$ cat src/rtl/i2cr_pkg.sv
`timescale 1ns/1ps
package i2cr_pkg;
    typedef enum logic [3:0] {
        ST_IDLE,
        ST_DEVADDR,
        ST_DEVACK,
        ST_SUBADDR,
        ST_SUBACK,
        ST_WRBYTE,
        ST_WRACK,
        ST_RDBYTE,
        ST_RDACK
    } bus_state_e;

    localparam logic [5:0] DEV_ID_HI = 6'b110101;
endpackage

$ cat src/rtl/i2cr_line_mon.sv
`timescale 1ns/1ps
module i2cr_line_mon #(
    parameter int SYNC_STAGES = 2
) (
    input  logic clk,
    input  logic rst_n,
    input  logic scl_in,
    input  logic sda_in,
    output logic scl_rise,
    output logic scl_fall,
    output logic start_evt,
    output logic stop_evt,
    output logic sda_bit
);
    logic [SYNC_STAGES-1:0] scl_chain;
    logic [SYNC_STAGES-1:0] sda_chain;
    logic                   scl_q;
    logic                   sda_q;
    logic                   scl_s;
    logic                   sda_s;

    // Synchroniser chain; the length is chosen by SYNC_STAGES
    generate
        if (SYNC_STAGES == 1) begin : g_single
            always_ff @(posedge clk or negedge rst_n) begin
                if (!rst_n) begin
                    scl_chain <= '1;
                    sda_chain <= '1;
                end else begin
                    scl_chain <= scl_in;
                    sda_chain <= sda_in;
                end
            end
        end else begin : g_multi
            always_ff @(posedge clk or negedge rst_n) begin
                if (!rst_n) begin
                    scl_chain <= '1;
                    sda_chain <= '1;
                end else begin
                    scl_chain <= {scl_chain[SYNC_STAGES-2:0], scl_in};
                    sda_chain <= {sda_chain[SYNC_STAGES-2:0], sda_in};
                end
            end
        end
    endgenerate

    assign scl_s = scl_chain[SYNC_STAGES-1];
    assign sda_s = sda_chain[SYNC_STAGES-1];

    always_ff @(posedge clk or negedge rst_n) begin
        if (!rst_n) begin
            scl_q <= 1'b1;
            sda_q <= 1'b1;
        end else begin
            scl_q <= scl_s;
            sda_q <= sda_s;
        end
    end

    assign scl_rise  = scl_s & ~scl_q;
    assign scl_fall  = ~scl_s & scl_q;
    assign start_evt = scl_s & scl_q & sda_q & ~sda_s;
    assign stop_evt  = scl_s & scl_q & ~sda_q & sda_s;
    assign sda_bit   = sda_s;
endmodule

$ cat src/rtl/i2cr_proto_fsm.sv
`timescale 1ns/1ps
module i2cr_proto_fsm
    import i2cr_pkg::*;
#(
    parameter int NUM_REGS = 16,
    localparam int IDX_W   = $clog2(NUM_REGS),
    localparam int PTR_W   = $clog2(NUM_REGS + 1)
) (
    input  logic             clk,
    input  logic             rst_n,
    input  logic             scl_rise,
    input  logic             scl_fall,
    input  logic             start_evt,
    input  logic             stop_evt,
    input  logic             sda_bit,
    input  logic             addr_sel,
    input  logic [7:0]       rd_data,
    output logic [IDX_W-1:0] rd_addr,
    output logic             wr_en,
    output logic [IDX_W-1:0] wr_addr,
    output logic [7:0]       wr_data,
    output logic             sda_oe
);
    localparam logic [PTR_W-1:0] PTR_END = PTR_W'(NUM_REGS);
    localparam logic [PTR_W-1:0] PTR_TOP = PTR_W'(NUM_REGS - 1);
    localparam logic [8:0]       SUB_LIM = 9'(NUM_REGS);

    bus_state_e       state;
    bus_state_e       state_nx;
    logic [3:0]       cnt;
    logic [7:0]       shreg;
    logic [7:0]       txsh;
    logic [PTR_W-1:0] ptr;
    logic             rw;
    logic             mack;
    logic             byte_done;
    logic             addr_hit;
    logic             sub_ok;
    logic             ptr_ok;
    logic [PTR_W-1:0] ptr_rd_next;

    assign byte_done   = (cnt == 4'd8);
    assign addr_hit    = (shreg[7:1] == {DEV_ID_HI, addr_sel});
    assign sub_ok      = ({1'b0, shreg} < SUB_LIM);
    assign ptr_ok      = (ptr < PTR_END);
    assign ptr_rd_next = (ptr >= PTR_TOP) ? PTR_TOP : ptr + 1'b1;
    assign rd_addr     = (ptr >= PTR_TOP) ? PTR_TOP[IDX_W-1:0] : ptr[IDX_W-1:0];

    // Next-state logic
    always_comb begin
        state_nx = state;
        if (stop_evt) begin
            state_nx = ST_IDLE;
        end else if (start_evt) begin
            state_nx = ST_DEVADDR;
        end else if (scl_fall) begin
            unique case (state)
                ST_IDLE:    state_nx = ST_IDLE;
                ST_DEVADDR: if (byte_done) state_nx = addr_hit ? ST_DEVACK : ST_IDLE;
                ST_DEVACK:  state_nx = rw ? ST_RDBYTE : ST_SUBADDR;
                ST_SUBADDR: if (byte_done) state_nx = sub_ok ? ST_SUBACK : ST_IDLE;
                ST_SUBACK:  state_nx = ST_WRBYTE;
                ST_WRBYTE:  if (byte_done) state_nx = ptr_ok ? ST_WRACK : ST_IDLE;
                ST_WRACK:   state_nx = ST_WRBYTE;
                ST_RDBYTE:  if (byte_done) state_nx = ST_RDACK;
                ST_RDACK:   state_nx = mack ? ST_RDBYTE : ST_IDLE;
                default:    state_nx = ST_IDLE;
            endcase
        end
    end

    // State register
    always_ff @(posedge clk or negedge rst_n) begin
        if (!rst_n) state <= ST_IDLE;
        else        state <= state_nx;
    end

    // Shift registers, bit counter and pointer
    always_ff @(posedge clk or negedge rst_n) begin
        if (!rst_n) begin
            cnt   <= '0;
            shreg <= '0;
            txsh  <= '0;
            ptr   <= '0;
            rw    <= 1'b0;
            mack  <= 1'b0;
        end else if (start_evt || stop_evt) begin
            cnt <= '0;
        end else begin
            if (scl_rise) begin
                case (state)
                    ST_DEVADDR, ST_SUBADDR, ST_WRBYTE: begin
                        shreg <= {shreg[6:0], sda_bit};
                        cnt   <= cnt + 4'd1;
                    end
                    ST_RDBYTE: cnt  <= cnt + 4'd1;
                    ST_RDACK:  mack <= ~sda_bit;
                    default: ;
                endcase
            end
            if (scl_fall) begin
                case (state)
                    ST_DEVADDR: if (byte_done) begin
                        cnt <= '0;
                        rw  <= shreg[0];
                    end
                    ST_DEVACK: begin
                        cnt <= '0;
                        if (rw) txsh <= rd_data;
                    end
                    ST_SUBADDR: if (byte_done) begin
                        cnt <= '0;
                        if (sub_ok) ptr <= shreg[PTR_W-1:0];
                    end
                    ST_WRBYTE: if (byte_done) begin
                        cnt <= '0;
                        if (ptr_ok) ptr <= ptr + 1'b1;
                    end
                    ST_RDBYTE: begin
                        if (byte_done) begin
                            cnt <= '0;
                            ptr <= ptr_rd_next;
                        end else begin
                            txsh <= {txsh[6:0], 1'b0};
                        end
                    end
                    ST_RDACK: begin
                        cnt  <= '0;
                        txsh <= rd_data;
                    end
                    ST_SUBACK, ST_WRACK: cnt <= '0;
                    default: ;
                endcase
            end
        end
    end

    // Outputs
    always_comb begin
        sda_oe  = 1'b0;
        wr_en   = 1'b0;
        wr_addr = ptr[IDX_W-1:0];
        wr_data = shreg;
        unique case (state)
            ST_DEVACK, ST_SUBACK, ST_WRACK: sda_oe = 1'b1;
            ST_RDBYTE: sda_oe = ~txsh[7];
            ST_WRBYTE: wr_en = scl_fall & byte_done & ptr_ok;
            default: ;
        endcase
    end

    // a stop leaves the slave idle with SDA released on the next cycle
    p_stop_to_idle_r10: assert property (@(posedge clk) disable iff (!rst_n)
        stop_evt |=> (state == ST_IDLE) && !sda_oe);

    // a start always restarts address reception
    p_start_to_addr_r10: assert property (@(posedge clk) disable iff (!rst_n)
        start_evt |=> (state == ST_DEVADDR) && (cnt == 4'd0));

    // the SDA drive only changes after an SCL fall, a start or a stop
    p_oe_on_edges_r2: assert property (@(posedge clk) disable iff (!rst_n)
        (sda_oe != $past(sda_oe)) |-> $past(scl_fall || start_evt || stop_evt));

    // the pointer never runs beyond one past the top register
    p_ptr_bound_r6: assert property (@(posedge clk) disable iff (!rst_n)
        ptr <= PTR_END);
endmodule

$ cat src/rtl/i2cr_reg_bank.sv
`timescale 1ns/1ps
module i2cr_reg_bank #(
    parameter int NUM_REGS = 16,
    parameter int GRP_BASE = 8,
    localparam int IDX_W   = $clog2(NUM_REGS),
    localparam int GRP_LAST = GRP_BASE + 3
) (
    input  logic                  clk,
    input  logic                  rst_n,
    input  logic                  wr_en,
    input  logic [IDX_W-1:0]      wr_addr,
    input  logic [7:0]            wr_data,
    input  logic [IDX_W-1:0]      rd_addr,
    output logic [7:0]            rd_data,
    output logic [NUM_REGS*8-1:0] regs_flat,
    output logic [31:0]           freq_word
);
    logic [7:0] regs [NUM_REGS];
    logic       grp_commit;

    assign grp_commit = wr_en && (wr_addr == IDX_W'(GRP_LAST));

    always_ff @(posedge clk or negedge rst_n) begin
        if (!rst_n) begin
            for (int i = 0; i < NUM_REGS; i++) regs[i] <= '0;
        end else if (wr_en) begin
            regs[wr_addr] <= wr_data;
        end
    end

    // The group takes the new top byte together with the three stored bytes
    always_ff @(posedge clk or negedge rst_n) begin
        if (!rst_n) begin
            freq_word <= '0;
        end else if (grp_commit) begin
            freq_word <= {wr_data, regs[GRP_BASE+2], regs[GRP_BASE+1], regs[GRP_BASE]};
        end
    end

    assign rd_data = regs[rd_addr];

    generate
        for (genvar g = 0; g < NUM_REGS; g++) begin : g_flat
            assign regs_flat[g*8 +: 8] = regs[g];
        end
    endgenerate

    // the group value holds unless its last byte is being written
    p_group_atomic_r11: assert property (@(posedge clk) disable iff (!rst_n)
        !grp_commit |=> $stable(freq_word));
endmodule

$ cat src/rtl/i2c_regbank_slave.sv
`timescale 1ns/1ps
module i2c_regbank_slave #(
    parameter int NUM_REGS    = 16,
    parameter int GRP_BASE    = 8,
    parameter int SYNC_STAGES = 2
) (
    input  logic                  clk,
    input  logic                  rst_n,
    input  logic                  scl_in,
    input  logic                  sda_in,
    input  logic                  addr_sel,
    output logic                  sda_oe,
    output logic [NUM_REGS*8-1:0] regs_o,
    output logic [31:0]           freq_o
);
    localparam int IDX_W = $clog2(NUM_REGS);

    logic             scl_rise;
    logic             scl_fall;
    logic             start_evt;
    logic             stop_evt;
    logic             sda_bit;
    logic [7:0]       rd_data;
    logic [IDX_W-1:0] rd_addr;
    logic             wr_en;
    logic [IDX_W-1:0] wr_addr;
    logic [7:0]       wr_data;

    i2cr_line_mon #(.SYNC_STAGES(SYNC_STAGES)) u_line (
        .clk       (clk),
        .rst_n     (rst_n),
        .scl_in    (scl_in),
        .sda_in    (sda_in),
        .scl_rise  (scl_rise),
        .scl_fall  (scl_fall),
        .start_evt (start_evt),
        .stop_evt  (stop_evt),
        .sda_bit   (sda_bit)
    );

    i2cr_proto_fsm #(.NUM_REGS(NUM_REGS)) u_fsm (
        .clk       (clk),
        .rst_n     (rst_n),
        .scl_rise  (scl_rise),
        .scl_fall  (scl_fall),
        .start_evt (start_evt),
        .stop_evt  (stop_evt),
        .sda_bit   (sda_bit),
        .addr_sel  (addr_sel),
        .rd_data   (rd_data),
        .rd_addr   (rd_addr),
        .wr_en     (wr_en),
        .wr_addr   (wr_addr),
        .wr_data   (wr_data),
        .sda_oe    (sda_oe)
    );

    i2cr_reg_bank #(.NUM_REGS(NUM_REGS), .GRP_BASE(GRP_BASE)) u_bank (
        .clk       (clk),
        .rst_n     (rst_n),
        .wr_en     (wr_en),
        .wr_addr   (wr_addr),
        .wr_data   (wr_data),
        .rd_addr   (rd_addr),
        .rd_data   (rd_data),
        .regs_flat (regs_o),
        .freq_word (freq_o)
    );
endmodule

$ cat config.mk
export PLATFORM = sky130hd
export DESIGN_NAME = i2c_regbank_slave
export DESIGN_NICKNAME = d
export VERILOG_FILES = /design/src/rtl/i2cr_pkg.sv /design/src/rtl/i2cr_line_mon.sv /design/src/rtl/i2cr_proto_fsm.sv /design/src/rtl/i2cr_reg_bank.sv /design/src/rtl/i2c_regbank_slave.sv
export SDC_FILE = /design/constraint.sdc
export NUM_CORES = 1
export LEC_CHECK = 0
export ABC_AREA = 1
export CAP_MARGIN = 30
export CORE_MARGIN = 8
export CORE_UTILIZATION = 25
export CTS_CLUSTER_SIZE = 12
export DETAILED_ROUTE_END_ITERATION = 10
export MAX_ROUTING_LAYER = met4
export REMOVE_ABC_BUFFERS = 1
export SLEW_MARGIN = 20
export SYNTH_ARGS = -nofsm -noshare
export SYNTH_HDL_FRONTEND = slang
export SYNTH_SLANG_ARGS = --single-unit
$ cat constraint.sdc
create_clock -name clk -period 3.2 [get_ports clk]
set_clock_uncertainty 0.15 [all_clocks]
set_input_delay 0.64 -clock clk [delete_from_list [all_inputs] [get_ports clk]]
set_output_delay 0.64 -clock clk [all_outputs]
set_load 0.1 [all_outputs]
Word level (Yosys, flattened, before mapping)
Index checks and enable logic that the tools add are counted.

storage, ports and cells
  flip-flop bits (word level) = 197
  bits of input ports = 5
  logic and storage cells = 130

operators by class
  $add $sub $neg = 2
  magnitude comparators = 6
  equality and inequality tests = 22
  muxes and demuxes = 38
  bitwise gates (word level) = 17
  reductions and logical operators = 17

operators by type and width
  cell                                                    count
  bitwise mux 128 bit                                     1
  two-way mux 4 bit                                       13
  two-way mux 8 bit                                       5
  binary-select mux 8 bit (select 4 bit)                  1
  demux 8 bit (select 4 bit)                              1
  two-way mux 5 bit                                       6
  one-hot mux 4 bit (7 select lines)                      1
  one-hot mux 8 bit (3 select lines)                      1
  == test 4 x 3 -> 1 bit (second input constant)          4
  inequality test 4 x 1 -> 1 bit (second input constant)  4
  one-hot mux 5 bit (3 select lines)                      1
  == test 4 bit (second input constant)                   3
  two-way mux 3 bit                                       4
  inequality test 2 x 1 -> 1 bit (second input constant)  6
  >= comparator 5 bit (second input constant)             2
  NOT 4 -> 5 bit                                          2
  AND reduction 5 bit                                     2
  AND 1 bit                                               9
  nonzero test 3 bit                                      3
  == test 4 x 2 -> 1 bit (second input constant)          2
  < comparator 8 x 5 -> 1 bit (second input constant)     1
  one-hot mux 4 bit (2 select lines)                      1
  AND reduction 8 bit                                     1
  OR reduction 4 bit                                      2
  other kinds (18)                                        26

Depth between registers and ports, before layout
  depth after elaboration = 8
  gate-level depth with buffers = 16
  gate-level depth less buffers = 14

By module
A second synthesis with hierarchy kept.

unflattened totals
  cell total of the unflattened synthesis = 1221
  area total of the unflattened synthesis = 9260.1 µm²

modules (own cells, without submodules)
  module          instances  cells each  area each (µm²)
  i2cr_reg_bank   1          920         7083.0
  i2cr_proto_fsm  1          284         1978.1
  i2cr_line_mon   1          17          198.9

Worst setup path before layout
OpenSTA, ideal clock, no wires.

  path kind = register -> output
  start = register u_fsm.state[3]
  end = output sda_oe
  arrival time = 2.707 ns
  required time = 2.410 ns
  slack = -0.297 ns
  cell stages (with the launch flop) = 7
  buffers on the path = 1
  cell sequence = dfrtp_1 > inv_1 > nand2_1 > nor2_1 > clkinv_1 > buf_2 > o211ai_1

between the ends
  word-level cells in the longest chain between the ends = 3

RTL lines
  item                                                                     RTL line                 source
  start: declaration                                                       i2cr_proto_fsm.sv:28     bus_state_e state;
  start signal: assignment                                                 i2cr_proto_fsm.sv:75     else state <= state_nx;
  == test 4 x 3 -> 1 bit / == test 4 x 2 -> 1 bit (equally long branches)  i2cr_proto_fsm.sv:144    unique case (state)
  OR reduction 3 bit                                                       i2cr_proto_fsm.sv:144
  one-hot mux 1 bit (2 select lines) (*)                                   i2cr_proto_fsm.sv:144
  end: declaration                                                         i2c_regbank_slave.sv:12  output logic sda_oe,

Every way passes the cells marked *; elsewhere a longest branch is shown, timed or not.

Worst setup path after layout
Ends and elaborated chain as after synthesis.

==> results.md <==
* Result of the run: finished, final reports clean
* Average detailed-routed wire length per instance at 18.2 um
* Slew at the pin with the worst max-slew slack at 0.881 ns
* Yosys top cell area share at 50.4%
* Cell at the slowest stage of the critical path: dfrtp_1
* DR vias at 7900
* Cell type group with the largest total delay on the critical path: buffers and inverters
* H-tree lvl count at 4
* Clock root buffer: clkbuf_16
* Relative contribution of sequential cells to total power at 46.3%
* Post-route ant nets at 0
* Diodes inserted at 0
* # nets final at 1251
* Most used cells in the layout excluding fill and tap cells: 351 x nand2_1, 183 x dfrtp_1, 176 x buf_4
* HPWL after detailed placement at 22900 um
* Count of routing violations after the opening detailed-route iteration at 717
* Wire length of the first global-routing pass at 47800 um
* Clk pwr share at 43.6%
* Clk pin slew, worst setup/hold paths at 0.07 ns
* Slack of the worst reg-to-reg path at 0.45 ns
* Non-Filler Cell Area, Final at 11400 um2
* Avg Vias per Cell at 4.59
* Power density over the cells at 464 nW/um2
* Global-route usage over all layers at 15.1%
* Total number of clock tree sinks at 189
* Met2 Routed Length at 14100 um
* TritonCTS buffer count at 17
* Number of synthesized flops with an enable pin at 0
* Final hold vios at 0
* Reg-to-reg endpoint: u_fsm.txsh[1]
* Post-Syn Instances at 1099
* Starting utilization of the core area at 25.1%
* Fraction of final layout cells sized beyond drive strength 1 at 20.8%
* Path category of the worst min-delay check: register to register
* Vias in the first global route at 7705
* Cell taking the most area after synthesis: dfrtp_1
* Leftover overflow at the end of global routing at 0
* Setup TNS at 0 ns
* Crit path max fanout at 6
* NetSw at 1.41 mW
* Met1 layer wirelength in the final routing at 14300 um
* Placer's final routability congestion estimate at 0.888
* Signal arrival time at the worst endpoint at 1.99 ns
* Sort of element at the start of the critical path: register
* Portion of the post-synthesis area used by sequential elements at 52.1%
* Setup-violating endpoint count in the final report at 0
* Die outline area at 42700 um2
* Post-Synthesis Mean Instance Area at 8.28 um2
* Final Routed Wirelength at 31300 um
* Max-cap violations at 0
* Share of the cycle needed by the critical path after routing at 87.0%
* Portion of total power attributed to combinational logic at 10.1%
* Latest clock arrival within the worst-skew pair at 0.44 ns
* Met3 wire len at 2440 um
* CTS tree: done
* Maximum count of clock buffers along a single path at 2
* Critical Path, Cell by Cell: inv_1 > nand2_1 > nor2_1 > buf_4 > clkinv_1 > o211ai_1 > buf_12
* Count of TritonRoute iterations in the first routing pass at 6
* Chip Height at 207 um
* Boundary pin count at 166
* Highest Clock Rate at 0.359 GHz
* Design internal power at 3.87 mW
* Net switching share of the total power at 26.8%
* Core ar. at 36300 um2
* Pins over their slew limit at 0
* Initial antenna violation count at 0
* Top sig layer: met4
* Start of the worst register-to-register path: u_fsm.ptr[1]
* Number of stages on the worst setup path at 7
* Synth Register Bits at 189
* Maximum number of pins on one net before global-route repair at 61
* Start-to-end type of the worst setup path: register to output port
* Number of DRC violations after detailed routing at 0
* Number of distinct library cells after synthesis at 35
* Sort of element at the end of the critical path: output port
* Max-Slew Margin vs Limit at 41.2%
* Critical path destination: sda_oe
* Setup repair after global routing missed its margin: no
* Async set-or-reset flop fraction in the synthesized netlist at 100%
* Max IR drop VDD at 0.000283 V
* Total leakage power at 5.28 nW
* Most common library cell in the layout ignoring fill and taps: nand2_1
* Row Count at 70
* Required time worst endpoint at 2.41 ns
* Biggest cell delay along the critical path at 0.40 ns
* Width of the die at 207 um
* Synth area leaders: dfrtp_1 50%, nand2_1 14%, o21ai_0 9.4%, nand3_1 4.0%, inv_1 3.5%
* P&R area growth vs syn at 25.2%
* Area after detailed placement at 10700 um2
* Sum of buffers and inverters on the critical path at 4
* Warnings from Yosys at 0
* Post-route worst hold slack at 0.207 ns
* Tmin final at 2.78 ns
* Dominant register cell in the synthesized netlist: dfrtp_1
* Crit path launch: u_fsm.state[3]
* Cell count of the worst reg-to-reg path at 13
* Netlist area before placement at 9090 um2
* Number of buffer cells added on primary ports at 165
[per-layer routing]
layer	vias to the layer above	global-route usage [%]
met1	3793	19.6
met5	-	-
met4	0	3.55
met3	21	4.62
met2	241	22.9
li1	3845	-
[flip-flops by register name, summed over array words and instances, names as in the netlist, 2 cells and up]
signal            flops
u_bank.freq_word     31
u_bank.regs_flat    121
u_fsm.cnt             4
u_fsm.ptr             5
u_fsm.state           4
u_fsm.txsh            8
u_fsm.wr_data         8
u_line.scl_chain      2
u_line.sda_chain      2
[timing repair]
item	4_1_cts	5_1_grt
hold endpoints to repair	21	0
buffers inserted	0	0
hold buffers	1	0
gates resized for setup	0	0
[worst min path at each step]
stage,from,endpoint,depth (start not counted)
after CTS,u_line.sda_chain[0],u_line.sda_chain[1],0
final,u_line.sda_chain[0],u_line.sda_chain[1],0
after floorplan,rst_n,u_bank.freq_word[0],0
after global routing,u_line.scl_chain[0],u_line.scl_chain[1],0
after global placement,u_line.sda_chain[0],u_line.sda_chain[1],0
after detailed placement,u_line.sda_chain[0],u_line.sda_chain[1],0
[power by group through the flow]
| stage | Clock, mW | Combinational [mW] | Sequential [mW] |
|---|---|---|---|
| global placement | 0 | 0.532 | 2.49 |
| finish | 2.30 | 0.535 | 2.45 |
| detailed placement | 0 | 0.539 | 2.49 |
| CTS | 2.35 | 0.542 | 2.45 |
| floorplan | 0 | 0.251 | 2.49 |
| global route | 2.44 | 0.593 | 2.45 |
[stage by stage]
stage / utilization, % / std cells / total power [mW] / setup slack [ns]
6_report: 31.4 / 1720 / 5.28 / 0.415
5_1_grt: 31.4 / 1720 / 5.48 / 0.245
4_1_cts: 31.4 / 1720 / 5.33 / 0.344
3_5_place_dp: 29.6 / 1687 / 3.03 / 0.489
3_3_place_gp: 29.6 / 1687 / 3.02 / 0.550
2_1_floorplan: - / 1033 / 2.74 / -0.306
[worst register-to-register path, stage by stage, from the launching register on]
cell and delay, ns:
dfrtp_1 0.46, ha_1 0.25, inv_1 0.14, nor2_1 0.07, ha_1 0.19, nor2_1 0.17
nand2_2 0.15, nor2_4 0.30, inv_2 0.24, nand3_1 0.20, nand3_1 0.16, nand3_1 0.11
nand2_1 0.05, nand2_1 0.05
[layout make-up]
type / count / area, um2
inverters: 94 / 353
clock inverters: 12 / 181
fillers: 3871 / 24900
well taps: 468 / 586
clock buffers: 20 / 447
flip-flops and latches: 189 / 4740
multi-input cells: 750 / 3590
repair buffers: 187 / 1490
[cell usage after synthesis, types with 8 or more instances]
cell and instances:
o21ai_1 28, nand2_1 351, o21ai_0 171, dfrtp_1 183, o21ai_2 14, buf_4 8, nor2_1 40, inv_1 86
a21oi_1 8, mux2_4 8, nand4_1 18, buf_2 23, clkbuf_1 18, nand3_1 73, buf_6 16
[logic make-up (layout without fill, tap and decap cells)]
| family | after synthesis | count (layout) | share of synthesized area [%] |
|---|---|---|---|
| compound gates | 231 | 231 | 13.5 |
| xor+xnor | 3 | 3 | 0.289 |
| mux | 9 | 9 | 1.44 |
| buf+inv | 160 | 313 | 8.57 |
| simple gates | 500 | 500 | 23.1 |
| flops | 189 | 189 | 52.1 |
| fa+ha+maj | 7 | 7 | 0.963 |
Note: power is estimated with default switching activity, not from simulation.
